File: src/rtl/i2c_rb_pkg.sv
package i2c_rb_pkg;

    localparam int BYTE_W      = 8;
    localparam int IDX_FIELD_W = 4;

    typedef enum logic [3:0] {
        ST_IDLE,
        ST_ADDR,
        ST_ADDR_ACK,
        ST_INDEX,
        ST_INDEX_ACK,
        ST_WDATA,
        ST_WDATA_ACK,
        ST_RDATA,
        ST_RACK,
        ST_IGNORE
    } tgt_state_e;

endpackage

File: src/rtl/i2c_rb_sync.sv
module i2c_rb_sync #(
    parameter int SYNC_STAGES = 2
) (
    input  logic clk,
    input  logic rst_n,
    input  logic scl_i,
    input  logic sda_i,
    output logic scl_s,
    output logic sda_s,
    output logic scl_rise,
    output logic scl_fall,
    output logic start_det,
    output logic stop_det
);
    localparam int TOP = SYNC_STAGES - 1;

    logic [SYNC_STAGES-1:0] scl_pipe;
    logic [SYNC_STAGES-1:0] sda_pipe;
    logic                   scl_q;
    logic                   sda_q;

    // bus idles high, so every stage resets to one
    always_ff @(posedge clk or negedge rst_n) begin
        if (!rst_n) begin
            scl_pipe <= '1;
            sda_pipe <= '1;
            scl_q    <= 1'b1;
            sda_q    <= 1'b1;
        end else begin
            scl_pipe <= {scl_pipe[TOP-1:0], scl_i};
            sda_pipe <= {sda_pipe[TOP-1:0], sda_i};
            scl_q    <= scl_pipe[TOP];
            sda_q    <= sda_pipe[TOP];
        end
    end

    assign scl_s     = scl_pipe[TOP];
    assign sda_s     = sda_pipe[TOP];
    assign scl_rise  = scl_s & ~scl_q;
    assign scl_fall  = ~scl_s & scl_q;
    // SDA edge while clock is held high marks a frame boundary
    assign start_det = scl_s & scl_q & sda_q & ~sda_s;
    assign stop_det  = scl_s & scl_q & ~sda_q & sda_s;

endmodule

File: src/rtl/i2c_rb_bank.sv
module i2c_rb_bank
    import i2c_rb_pkg::*;
#(
    parameter int NUM_REGS = 12,
    parameter int REG_W    = 10,
    parameter int IDX_W    = 4
) (
    input  logic                      clk,
    input  logic                      rst_n,
    input  logic                      wr_en,
    input  logic [IDX_W-1:0]          wr_idx,
    input  logic [REG_W-1:0]          wr_data,
    input  logic [IDX_W-1:0]          rd_idx,
    input  logic                      rd_half,
    output logic [NUM_REGS*REG_W-1:0] regs_flat,
    output logic [NUM_REGS-1:0]       commit_stb,
    output logic [BYTE_W-1:0]         rd_byte
);
    logic [REG_W-1:0] reg_q [NUM_REGS];

    for (genvar g = 0; g < NUM_REGS; g++) begin : g_reg
        logic hit;
        assign hit = wr_en && (wr_idx == IDX_W'(g));

        always_ff @(posedge clk or negedge rst_n) begin
            if (!rst_n) begin
                reg_q[g]      <= '0;
                commit_stb[g] <= 1'b0;
            end else begin
                commit_stb[g] <= hit;
                if (hit) begin
                    reg_q[g] <= wr_data;
                end
            end
        end

        assign regs_flat[g*REG_W +: REG_W] = reg_q[g];
    end

    // out-of-range index reads as zero; high byte is zero-padded
    always_comb begin
        rd_byte = '0;
        for (int i = 0; i < NUM_REGS; i++) begin
            if (rd_idx == IDX_W'(i)) begin
                if (rd_half) begin
                    rd_byte = reg_q[i][BYTE_W-1:0];
                end else begin
                    rd_byte = BYTE_W'(reg_q[i][REG_W-1:BYTE_W]);
                end
            end
        end
    end

endmodule

File: src/rtl/i2c_rb_fsm.sv
module i2c_rb_fsm
    import i2c_rb_pkg::*;
#(
    parameter logic [6:0] DEV_ADDR = 7'h48,
    parameter int         NUM_REGS = 12,
    parameter int         REG_W    = 10,
    parameter int         IDX_W    = 4
) (
    input  logic              clk,
    input  logic              rst_n,
    input  logic              sda_s,
    input  logic              scl_rise,
    input  logic              scl_fall,
    input  logic              start_det,
    input  logic              stop_det,
    input  logic [BYTE_W-1:0] rd_byte,
    output logic              sda_oe,
    output logic              wr_en,
    output logic [IDX_W-1:0]  wr_idx,
    output logic [REG_W-1:0]  wr_data,
    output logic [IDX_W-1:0]  rd_idx,
    output logic              rd_half,
    output tgt_state_e        state_o,
    output logic              ack_ok_o
);
    localparam int CNT_W = 4;
    localparam int HI_W  = REG_W - BYTE_W;

    tgt_state_e        state_q, state_d;
    logic [CNT_W-1:0]  cnt_q;
    logic [BYTE_W-1:0] rx_q;
    logic [BYTE_W-1:0] tx_q;
    logic [IDX_W-1:0]  idx_q;
    logic              half_q;
    logic [HI_W-1:0]   hi_q;
    logic              rw_q;
    logic              ack_ok_q;
    logic              m_ack_q;
    logic              sda_oe_q;

    logic byte_end, ack_end, active, idx_in_range, field_ok, addr_hit;

    assign byte_end     = scl_fall && (cnt_q == CNT_W'(8));
    assign ack_end      = scl_fall && (cnt_q == CNT_W'(1));
    assign active       = (state_q != ST_IDLE) && (state_q != ST_IGNORE);
    assign idx_in_range = int'(idx_q) < NUM_REGS;
    assign field_ok     = int'(rx_q[IDX_FIELD_W-1:0]) < NUM_REGS;
    assign addr_hit     = (rx_q[BYTE_W-1:1] == DEV_ADDR);

    // state register
    always_ff @(posedge clk or negedge rst_n) begin
        if (!rst_n) begin
            state_q <= ST_IDLE;
        end else begin
            state_q <= state_d;
        end
    end

    // transitions
    always_comb begin
        state_d = state_q;
        if (start_det) begin
            state_d = ST_ADDR;
        end else if (stop_det) begin
            state_d = ST_IDLE;
        end else begin
            unique case (state_q)
                ST_IDLE:      state_d = ST_IDLE;
                ST_ADDR:      if (byte_end) state_d = addr_hit ? ST_ADDR_ACK : ST_IGNORE;
                ST_ADDR_ACK:  if (ack_end)  state_d = rw_q ? ST_RDATA : ST_INDEX;
                ST_INDEX:     if (byte_end) state_d = ST_INDEX_ACK;
                ST_INDEX_ACK: if (ack_end)  state_d = ack_ok_q ? ST_WDATA : ST_IGNORE;
                ST_WDATA:     if (byte_end) state_d = ST_WDATA_ACK;
                ST_WDATA_ACK: if (ack_end)  state_d = ST_WDATA;
                ST_RDATA:     if (byte_end) state_d = ST_RACK;
                ST_RACK:      if (ack_end)  state_d = m_ack_q ? ST_RDATA : ST_IGNORE;
                ST_IGNORE:    state_d = ST_IGNORE;
                default:      state_d = ST_IDLE;
            endcase
        end
    end

    // datapath and outputs
    always_ff @(posedge clk or negedge rst_n) begin
        if (!rst_n) begin
            cnt_q    <= '0;
            rx_q     <= '0;
            tx_q     <= '0;
            idx_q    <= '0;
            half_q   <= 1'b0;
            hi_q     <= '0;
            rw_q     <= 1'b0;
            ack_ok_q <= 1'b0;
            m_ack_q  <= 1'b0;
            sda_oe_q <= 1'b0;
            wr_en    <= 1'b0;
            wr_idx   <= '0;
            wr_data  <= '0;
        end else begin
            wr_en <= 1'b0;
            if (start_det || stop_det) begin
                // frame boundary: partial pair is dropped, index is kept
                cnt_q    <= '0;
                half_q   <= 1'b0;
                sda_oe_q <= 1'b0;
            end else begin
                if (scl_rise && active) begin
                    cnt_q <= cnt_q + CNT_W'(1);
                    rx_q  <= {rx_q[BYTE_W-2:0], sda_s};
                    if (state_q == ST_RACK) begin
                        m_ack_q <= ~sda_s;
                    end
                end
                unique case (state_q)
                    ST_ADDR: if (byte_end) begin
                        cnt_q    <= '0;
                        rw_q     <= rx_q[0];
                        sda_oe_q <= addr_hit;
                    end
                    ST_ADDR_ACK: if (ack_end) begin
                        cnt_q <= '0;
                        if (rw_q) begin
                            tx_q     <= rd_byte;
                            sda_oe_q <= ~rd_byte[BYTE_W-1];
                        end else begin
                            sda_oe_q <= 1'b0;
                        end
                    end
                    ST_INDEX: if (byte_end) begin
                        cnt_q    <= '0;
                        ack_ok_q <= field_ok;
                        sda_oe_q <= field_ok;
                        if (field_ok) begin
                            idx_q  <= IDX_W'(rx_q[IDX_FIELD_W-1:0]);
                            half_q <= 1'b0;
                        end
                    end
                    ST_WDATA: if (byte_end) begin
                        cnt_q    <= '0;
                        sda_oe_q <= idx_in_range;
                        if (idx_in_range) begin
                            if (!half_q) begin
                                hi_q   <= rx_q[HI_W-1:0];
                                half_q <= 1'b1;
                            end else begin
                                wr_en   <= 1'b1;
                                wr_idx  <= idx_q;
                                wr_data <= {hi_q, rx_q};
                                idx_q   <= idx_q + IDX_W'(1);
                                half_q  <= 1'b0;
                            end
                        end
                    end
                    ST_INDEX_ACK, ST_WDATA_ACK: if (ack_end) begin
                        cnt_q    <= '0;
                        sda_oe_q <= 1'b0;
                    end
                    ST_RDATA: if (scl_fall) begin
                        if (cnt_q == CNT_W'(8)) begin
                            cnt_q    <= '0;
                            sda_oe_q <= 1'b0;
                            if (half_q) begin
                                half_q <= 1'b0;
                                if (idx_in_range) begin
                                    idx_q <= idx_q + IDX_W'(1);
                                end
                            end else begin
                                half_q <= 1'b1;
                            end
                        end else if (cnt_q != '0) begin
                            tx_q     <= {tx_q[BYTE_W-2:0], 1'b0};
                            sda_oe_q <= ~tx_q[BYTE_W-2];
                        end
                    end
                    ST_RACK: if (ack_end) begin
                        cnt_q <= '0;
                        if (m_ack_q) begin
                            tx_q     <= rd_byte;
                            sda_oe_q <= ~rd_byte[BYTE_W-1];
                        end else begin
                            sda_oe_q <= 1'b0;
                        end
                    end
                    default: ;
                endcase
            end
        end
    end

    assign sda_oe   = sda_oe_q;
    assign rd_idx   = idx_q;
    assign rd_half  = half_q;
    assign state_o  = state_q;
    assign ack_ok_o = ack_ok_q;

endmodule

File: src/rtl/i2c_regbank_target.sv
module i2c_regbank_target
    import i2c_rb_pkg::*;
#(
    parameter logic [6:0] DEV_ADDR    = 7'h48,
    parameter int         NUM_REGS    = 12,
    parameter int         REG_W       = 10,
    parameter int         SYNC_STAGES = 2
) (
    input  logic                      clk,
    input  logic                      rst_n,
    input  logic                      scl_i,
    input  logic                      sda_i,
    output logic                      sda_oe,
    output logic [NUM_REGS*REG_W-1:0] reg_flat,
    output logic [NUM_REGS-1:0]       commit_stb
);
    localparam int IDX_W = $clog2(NUM_REGS + 1);

    logic              scl_s, sda_s, scl_rise, scl_fall, start_det, stop_det;
    logic              wr_en, rd_half, ack_ok;
    logic [IDX_W-1:0]  wr_idx, rd_idx;
    logic [REG_W-1:0]  wr_data;
    logic [BYTE_W-1:0] rd_byte;
    tgt_state_e        fsm_state;

    i2c_rb_sync #(.SYNC_STAGES(SYNC_STAGES)) sync_i (
        .clk       (clk),
        .rst_n     (rst_n),
        .scl_i     (scl_i),
        .sda_i     (sda_i),
        .scl_s     (scl_s),
        .sda_s     (sda_s),
        .scl_rise  (scl_rise),
        .scl_fall  (scl_fall),
        .start_det (start_det),
        .stop_det  (stop_det)
    );

    i2c_rb_fsm #(
        .DEV_ADDR (DEV_ADDR),
        .NUM_REGS (NUM_REGS),
        .REG_W    (REG_W),
        .IDX_W    (IDX_W)
    ) fsm_i (
        .clk       (clk),
        .rst_n     (rst_n),
        .sda_s     (sda_s),
        .scl_rise  (scl_rise),
        .scl_fall  (scl_fall),
        .start_det (start_det),
        .stop_det  (stop_det),
        .rd_byte   (rd_byte),
        .sda_oe    (sda_oe),
        .wr_en     (wr_en),
        .wr_idx    (wr_idx),
        .wr_data   (wr_data),
        .rd_idx    (rd_idx),
        .rd_half   (rd_half),
        .state_o   (fsm_state),
        .ack_ok_o  (ack_ok)
    );

    i2c_rb_bank #(
        .NUM_REGS (NUM_REGS),
        .REG_W    (REG_W),
        .IDX_W    (IDX_W)
    ) bank_i (
        .clk        (clk),
        .rst_n      (rst_n),
        .wr_en      (wr_en),
        .wr_idx     (wr_idx),
        .wr_data    (wr_data),
        .rd_idx     (rd_idx),
        .rd_half    (rd_half),
        .regs_flat  (reg_flat),
        .commit_stb (commit_stb),
        .rd_byte    (rd_byte)
    );

endmodule

File: config.mk
export PLATFORM = sky130hd
export DESIGN_NAME = i2c_regbank_target
export DESIGN_NICKNAME = d
export VERILOG_FILES = /design/src/rtl/i2c_rb_pkg.sv /design/src/rtl/i2c_rb_sync.sv /design/src/rtl/i2c_rb_bank.sv /design/src/rtl/i2c_rb_fsm.sv /design/src/rtl/i2c_regbank_target.sv
export SDC_FILE = /design/constraint.sdc
export NUM_CORES = 1
export LEC_CHECK = 0
export BUFFER_PORTS_ARGS = -buffer_cell sky130_fd_sc_hd__clkbuf_2
export CAP_MARGIN = 10
export CORE_MARGIN = 10
export CORE_UTILIZATION = 50
export DETAILED_ROUTE_END_ITERATION = 8
export PLACE_DENSITY = 0.71
export SETUP_SLACK_MARGIN = 0.05
export SLEW_MARGIN = 20
export SYNTH_ARGS = -nofsm -noshare
export SYNTH_HDL_FRONTEND = slang
export SYNTH_SLANG_ARGS = --single-unit
File: constraint.sdc
create_clock -name clk -period 4.9 [get_ports clk]
set_clock_uncertainty 0.1 [all_clocks]
set_input_delay 0.245 -clock clk [delete_from_list [all_inputs] [get_ports clk]]
set_output_delay 0.245 -clock clk [all_outputs]
set_load 0.01 [all_outputs]
==> results of run 1 <==
==> area by class of cell <==
| cell class | count | area [um^2] |
|---|---|---|
| clock buffer | 18 | 439 |
| clock inverter | 14 | 173 |
| fill | 1533 | 7390 |
| inverter | 23 | 86.3 |
| multi-input combinational | 603 | 4060 |
| sequential | 187 | 4690 |
| tap | 229 | 287 |
| timing repair buffer | 146 | 772 |
==> Yosys cell counts (6+ instances only) <==
master	instances
mux2i_1	22
a21oi_1	30
nand3b_1	6
buf_1	10
nand2_1	183
nand2b_1	9
nand4_1	9
inv_1	23
dfrtp_1	181
nand3_1	11
a221oi_1	13
dfstp_2	6
nor2_1	43
ha_1	7
clkbuf_1	37
nor3_1	9
mux2_2	103
a22oi_1	9
o21ai_0	38
nor2b_1	8
buf_2	14
==> kinds of logic after synthesis <==
kind of cell,count (synthesis),synth area share [%]
compound gates,157,12.2
xor+xnor,5,0.483
fa+ha+maj,7,0.965
buf+inv,86,3.88
flops,187,51.7
mux,125,15.2
simple gates,309,15.6
==> sequential cells by signal (all words and copies together) (netlist names) <==
| name | cells |
|---|---|
| fsm_i.rd_idx | 4 |
| fsm_i.rw_q | 1 |
| fsm_i.m_ack_q | 1 |
| sync_i.sda_pipe | 2 |
| fsm_i.wr_en | 1 |
| fsm_i.wr_data | 10 |
| fsm_i.rx_q | 8 |
| sync_i.scl_pipe | 2 |
| fsm_i.state_o | 4 |
| bank_i.commit_stb | 12 |
| fsm_i.rd_half | 1 |
| fsm_i.hi_q | 2 |
| fsm_i.sda_oe | 1 |
| fsm_i.tx_q | 7 |
| fsm_i.cnt_q | 4 |
| sync_i.sda_q | 1 |
| sync_i.scl_q | 1 |
| fsm_i.wr_idx | 4 |
| fsm_i.ack_ok_o | 1 |
| bank_i.regs_flat | 120 |
==> routing by layer <==
layer / wire length, um / GRT usage [%] / vias to the layer above
met3: 2590 / 5.74 / 41
met2: 11900 / 32.5 / 375
met5: 0 / 0 / -
met1: 12200 / 32.9 / 3763
li1: - / - / 3313
met4: 522 / 6.93 / 0
==> power by group <==
group          internal (W)  switching [W]
combinational      0.000154       0.000208
sequential          0.00160      0.0000963
clock              0.000746       0.000679
total               0.00250       0.000984
==> metrics by stage <==
step           power [W]  instance area [um^2]  worst slack (ps)  std cells
3_3_place_gp     0.00207                  9840              1820       1185
2_1_floorplan    0.00196                  9070              2590        876
5_1_grt          0.00362                 10500              1530       1220
6_report         0.00348                 10500              1660       1220
3_5_place_dp     0.00208                  9840              1740       1185
4_1_cts          0.00349                 10500              1720       1220
==> path summary, 6_finish.rpt <==
path | cells past startpoint | end | start | slack, ps
setup reg to reg | 5 | fsm_i.tx_q[0] | fsm_i.state_o[0] | 1660
max in group asynchronous | 3 | bank_i.regs_flat[92] | rst_n | 3240
hold reg to reg | 0 | sync_i.scl_pipe[1] | sync_i.scl_pipe[0] | 260
hold / removal | 0 | sync_i.scl_pipe[1] | sync_i.scl_pipe[0] | 260
min in group asynchronous | 2 | bank_i.regs_flat[88] | rst_n | 330
setup / recovery | 5 | fsm_i.tx_q[0] | fsm_i.state_o[0] | 1660
==> worst register-to-register path, stage by stage (launching register included) <==
cell       delay [ps]
dfrtp_1           740
nand3b_1          490
nor2_1            820
o21ai_0           320
o2111ai_4         260
mux2_2            390
==> results.json, run 1 <==
{
  "hold_violations": 0,
  "rows": 49,
  "vias": 7492,
  "slowest_stage": "nor2_1",
  "place_hpwl_um": 19400,
  "dieArea_um2": 23900,
  "tns_ps": 0,
  "layout_commonest_cell": "nand2_1",
  "yosys_register_bits": 187,
  "cts_inserted_buffers": 17,
  "synth_warnings": 0,
  "numClockSinks": 187,
  "synth.distinct_cells": 69,
  "fin_crit_ps": 3240,
  "layout-drive-gt1-share_pct": 30.9,
  "synth_ff_type": "dfrtp_1",
  "clock_latency_ps": 450,
  "synth_area_per_cell_um2": 10.4,
  "start_util_pct": 50.7,
  "first_global_vias": 7098,
  "synth_area_leaders": "dfrtp_1 (50%), mux2_2 (13%), nand2_1 (7.6%), mux2i_1 (2.4%), o21ai_0 (2.1%)",
  "drc": 0,
  "post-route-util_pct": 58.7,
  "drv_cap": 0,
  "wirelength_um": 27100,
  "critical-path-max-stage-delay_ps": 820,
  "fp.coreArea_um2": 17900,
  "post_cts_buffers": 0,
  "finish.net_count": 989,
  "startpoint_type": "register",
  "gp_congestion": 0.930,
  "p_leak_nw": 5.20,
  "clock_path_buffers": 2,
  "fin_crit_sh_pct": 66.2,
  "status": "finished clean",
  "areaGrowthSynthToFinish_pct": 15.8,
  "grt_overflow": 0,
  "fmax_mhz": 308,
  "final_cell_mix": "nand2_1 (183), dfrtp_1 (180), clkbuf_2 (135)",
  "first_iter_violations": 806,
  "rsz0062_at_grt": "false",
  "io_buffers": 136,
  "crit_family": "simple AND/OR/NAND/NOR gates",
  "cts.hold.buffers_added": 3,
  "yosysTopAreaCell": "dfrtp_1",
  "htreeDepth": 4,
  "cp_cell_sequence": "nand3b_1 -> nor2_1 -> o21ai_0 -> o2111ai_4 -> mux2_2",
  "io_pins": 137,
  "drt-pass1-iter-count": 5,
  "crit_required_ps": 5130,
  "power_density_nw_per_um2": 332,
  "synth-async-reset-ratio_pct": 100,
  "cts_tree": "yes",
  "max_slew_margin_pct": 23.5,
  "hold_ws_ps": 256,
  "crit_type": "reg -> reg",
  "diodes": 0,
  "critPathCaptureType": "register",
  "antenna_found_initial": 1,
  "dieHeight_um": 155,
  "root_buffer": "clkbuf_16",
  "synth_edf_count": 0,
  "synth_area_um2": 9070,
  "final_antenna_net_count": 0,
  "cp.arrival_ps": 3470,
  "setup_viol": 0,
  "synth_cells": 876,
  "worstMarginPinSlew_ps": 1140,
  "min_path_type": "reg -> reg",
  "track_usage_pct": 22.7,
  "clk_pin_slew_worst_paths_ps": 70,
  "syn_nets": 887,
  "slew_violations": 0,
  "wl_per_cell_um": 22.3,
  "yosysSeqAreaShare_pct": 51.7,
  "grt_first_pass_wirelength_um": 42800,
  "peakVddDrop_uv": 249,
  "critPathMaxFanout": 20,
  "synth_top_area_share_pct": 49.9,
  "grt_max_degree": 95,
  "crit_buf_inv": 0,
  "via_per_inst": 6.14,
  "dieWidth_um": 155,
  "cts_resized": 0
}
No activity file was read; power rests on OpenSTA's default activity.
==> run 2, diff against run 1 <==
PLACE_DENSITY = 0.74   (was 0.71)
clock period = 2.64 ns   (was 4.9 ns; I/O delays follow)
==> results.json, run 2 (same netlist as run 1, synthesis figures left out) <==
{
  "status": "finished clean",
  "post-place-ws_ps": 135,
  "layout-drive-gt1-share_pct": 33.2,
  "worstMarginPinSlew_ps": 782,
  "cp_cell_sequence": "ha_1 -> nor3b_1 -> a221oi_1 -> o221ai_1 -> a21oi_1 -> o31ai_2",
  "hold_ws_ps": 182,
  "clk_pin_slew_worst_paths_ps": 80,
  "finish.net_count": 1030,
  "dieArea_um2": 23900,
  "crit_required_ps": 2890,
  "final_cell_mix": "nand2_1 (183), dfrtp_1 (180), clkbuf_2 (135)",
  "rows": 49,
  "grt_overflow": 0,
  "post-route-util_pct": 60.5,
  "wl_per_cell_um": 22.1,
  "fp.coreArea_um2": 17900,
  "max_slew_margin_pct": 47.9,
  "via_per_inst": 5.99,
  "critPathCaptureType": "register",
  "dieHeight_um": 155,
  "io_pins": 137,
  "slew_violations": 0,
  "wirelength_um": 27900,
  "setup_viol": 0,
  "areaGrowthSynthToFinish_pct": 19.3,
  "crit_path_end": "fsm_i.tx_q[3]",
  "track_usage_pct": 23.2,
  "crit_type": "reg -> reg",
  "rr_worst_depth": 6,
  "cts_inserted_buffers": 17,
  "numClockSinks": 187,
  "dieWidth_um": 155,
  "rrSetupSlack_ps": 120,
  "grt_first_pass_wirelength_um": 44000,
  "rsz0062_at_grt": "true",
  "grt_max_degree": 80,
  "largest_reg_flops": 120,
  "htreeDepth": 4,
  "drt-pass1-iter-count": 5,
  "final_antenna_net_count": 0,
  "diodes": 0,
  "p_leak_nw": 5.41,
  "hold_violations": 0,
  "io_buffers": 136,
  "fin_crit_ps": 2520,
  "layout_commonest_cell": "nand2_1",
  "vias": 7559,
  "reg2reg_from": "fsm_i.rd_idx[0]",
  "antenna_found_initial": 0,
  "drc": 0,
  "slowest_stage": "nor3b_1",
  "cts_tree": "yes",
  "drv_cap": 0,
  "cp-startpoint": "fsm_i.rd_idx[0]",
  "worstReg2RegEnd": "fsm_i.tx_q[3]",
  "cp.arrival_ps": 2770,
  "gp_congestion": 0.958,
  "peakVddDrop_uv": 461,
  "start_util_pct": 50.7,
  "min_path_type": "in -> async",
  "place_hpwl_um": 20300,
  "power_density_nw_per_um2": 595,
  "layout_setup_ws_ps": 117,
  "clock_path_buffers": 2,
  "first_global_vias": 7439,
  "critical-path-max-stage-delay_ps": 620,
  "fin_crit_sh_pct": 95.6,
  "tns_ps": 0,
  "root_buffer": "clkbuf_16",
  "startpoint_type": "register",
  "regArea_um2": 4690,
  "fillCellCount": 1515,
  "clock_latency_ps": 440,
  "critPathMaxFanout": 9,
  "multi_input_area_um2": 4040,
  "first_iter_violations": 763,
  "fmax_mhz": 396
}
run 2: changes by cell type in the layout (fill, tap and decap cells not counted), sizes merged:
cell / previous run / this run
bufinv: 1 / 0
buf: 7 / 48
clkinv: 4 / 6
clkinvlp: 1 / 0
run 2: metal layers:
layer / up-vias / wire length (um) / part of all wire (%) / GRT usage (%)
li1: 3383 / - / - / -
met1: 3820 / 12400 / 45 / 33.1
met2: 327 / 12800 / 46 / 34.8
met3: 29 / 2330 / 8.4 / 5.46
met4: 0 / 361 / 1.3 / 5.76
met5: - / 0 / 0 / 0
run 2: worst max-delay path: cells and delay by family (launching register included):
kind,cells,cell delay (ps)
fa+ha+maj,1,420
flops,1,460
compound gates,4,830
simple gates,1,620
run 2: how the worst min path moves through the flow:
stage	from	end	slack, ps	depth (start not counted)
after floorplan	rst_n	bank_i.commit_stb[0]	-260	0
after global placement	rst_n	bank_i.regs_flat[88]	110	1
after detailed placement	rst_n	bank_i.regs_flat[41]	110	1
after CTS	rst_n	bank_i.regs_flat[88]	200	2
after global routing	rst_n	bank_i.regs_flat[88]	230	2
final	rst_n	bank_i.regs_flat[88]	180	2
run 2: where the power goes:
group	internal [W]	total, W	leakage (nW)	switching (W)
clock network	0.00129	0.00257	0.291	0.00128
logic	0.000319	0.000722	2.55	0.000403
registers	0.00297	0.00314	2.57	0.000173
total	0.00458	0.00644	5.41	0.00186
run 2: area by class of cell:
type	instances	area share (%)
inverters	23	0.798
multi-input cells	603	37.4
well taps	229	2.65
clock buffers	18	3.96
flip-flops and latches	187	43.3
clock inverters	14	1.60
repair buffers	187	10.3
run 2: what timing repair did:
action	4_1_cts	5_1_grt
gates resized for setup	0	2
endpoints found under the setup margin	0	5
setup buffers	0	0
hold buffers	3	0
hold endpoints to repair	73	0
run 2: metrics by stage:
| step | total power (W) | area (um^2) | std cells |
|---|---|---|---|
| 4_1_cts | 0.00645 | 10800 | 1261 |
| 2_1_floorplan | 0.00363 | 9070 | 876 |
| 6_report | 0.00644 | 10800 | 1261 |
| 3_5_place_dp | 0.00391 | 10200 | 1226 |
| 5_1_grt | 0.00670 | 10800 | 1261 |
| 3_3_place_gp | 0.00389 | 10200 | 1226 |
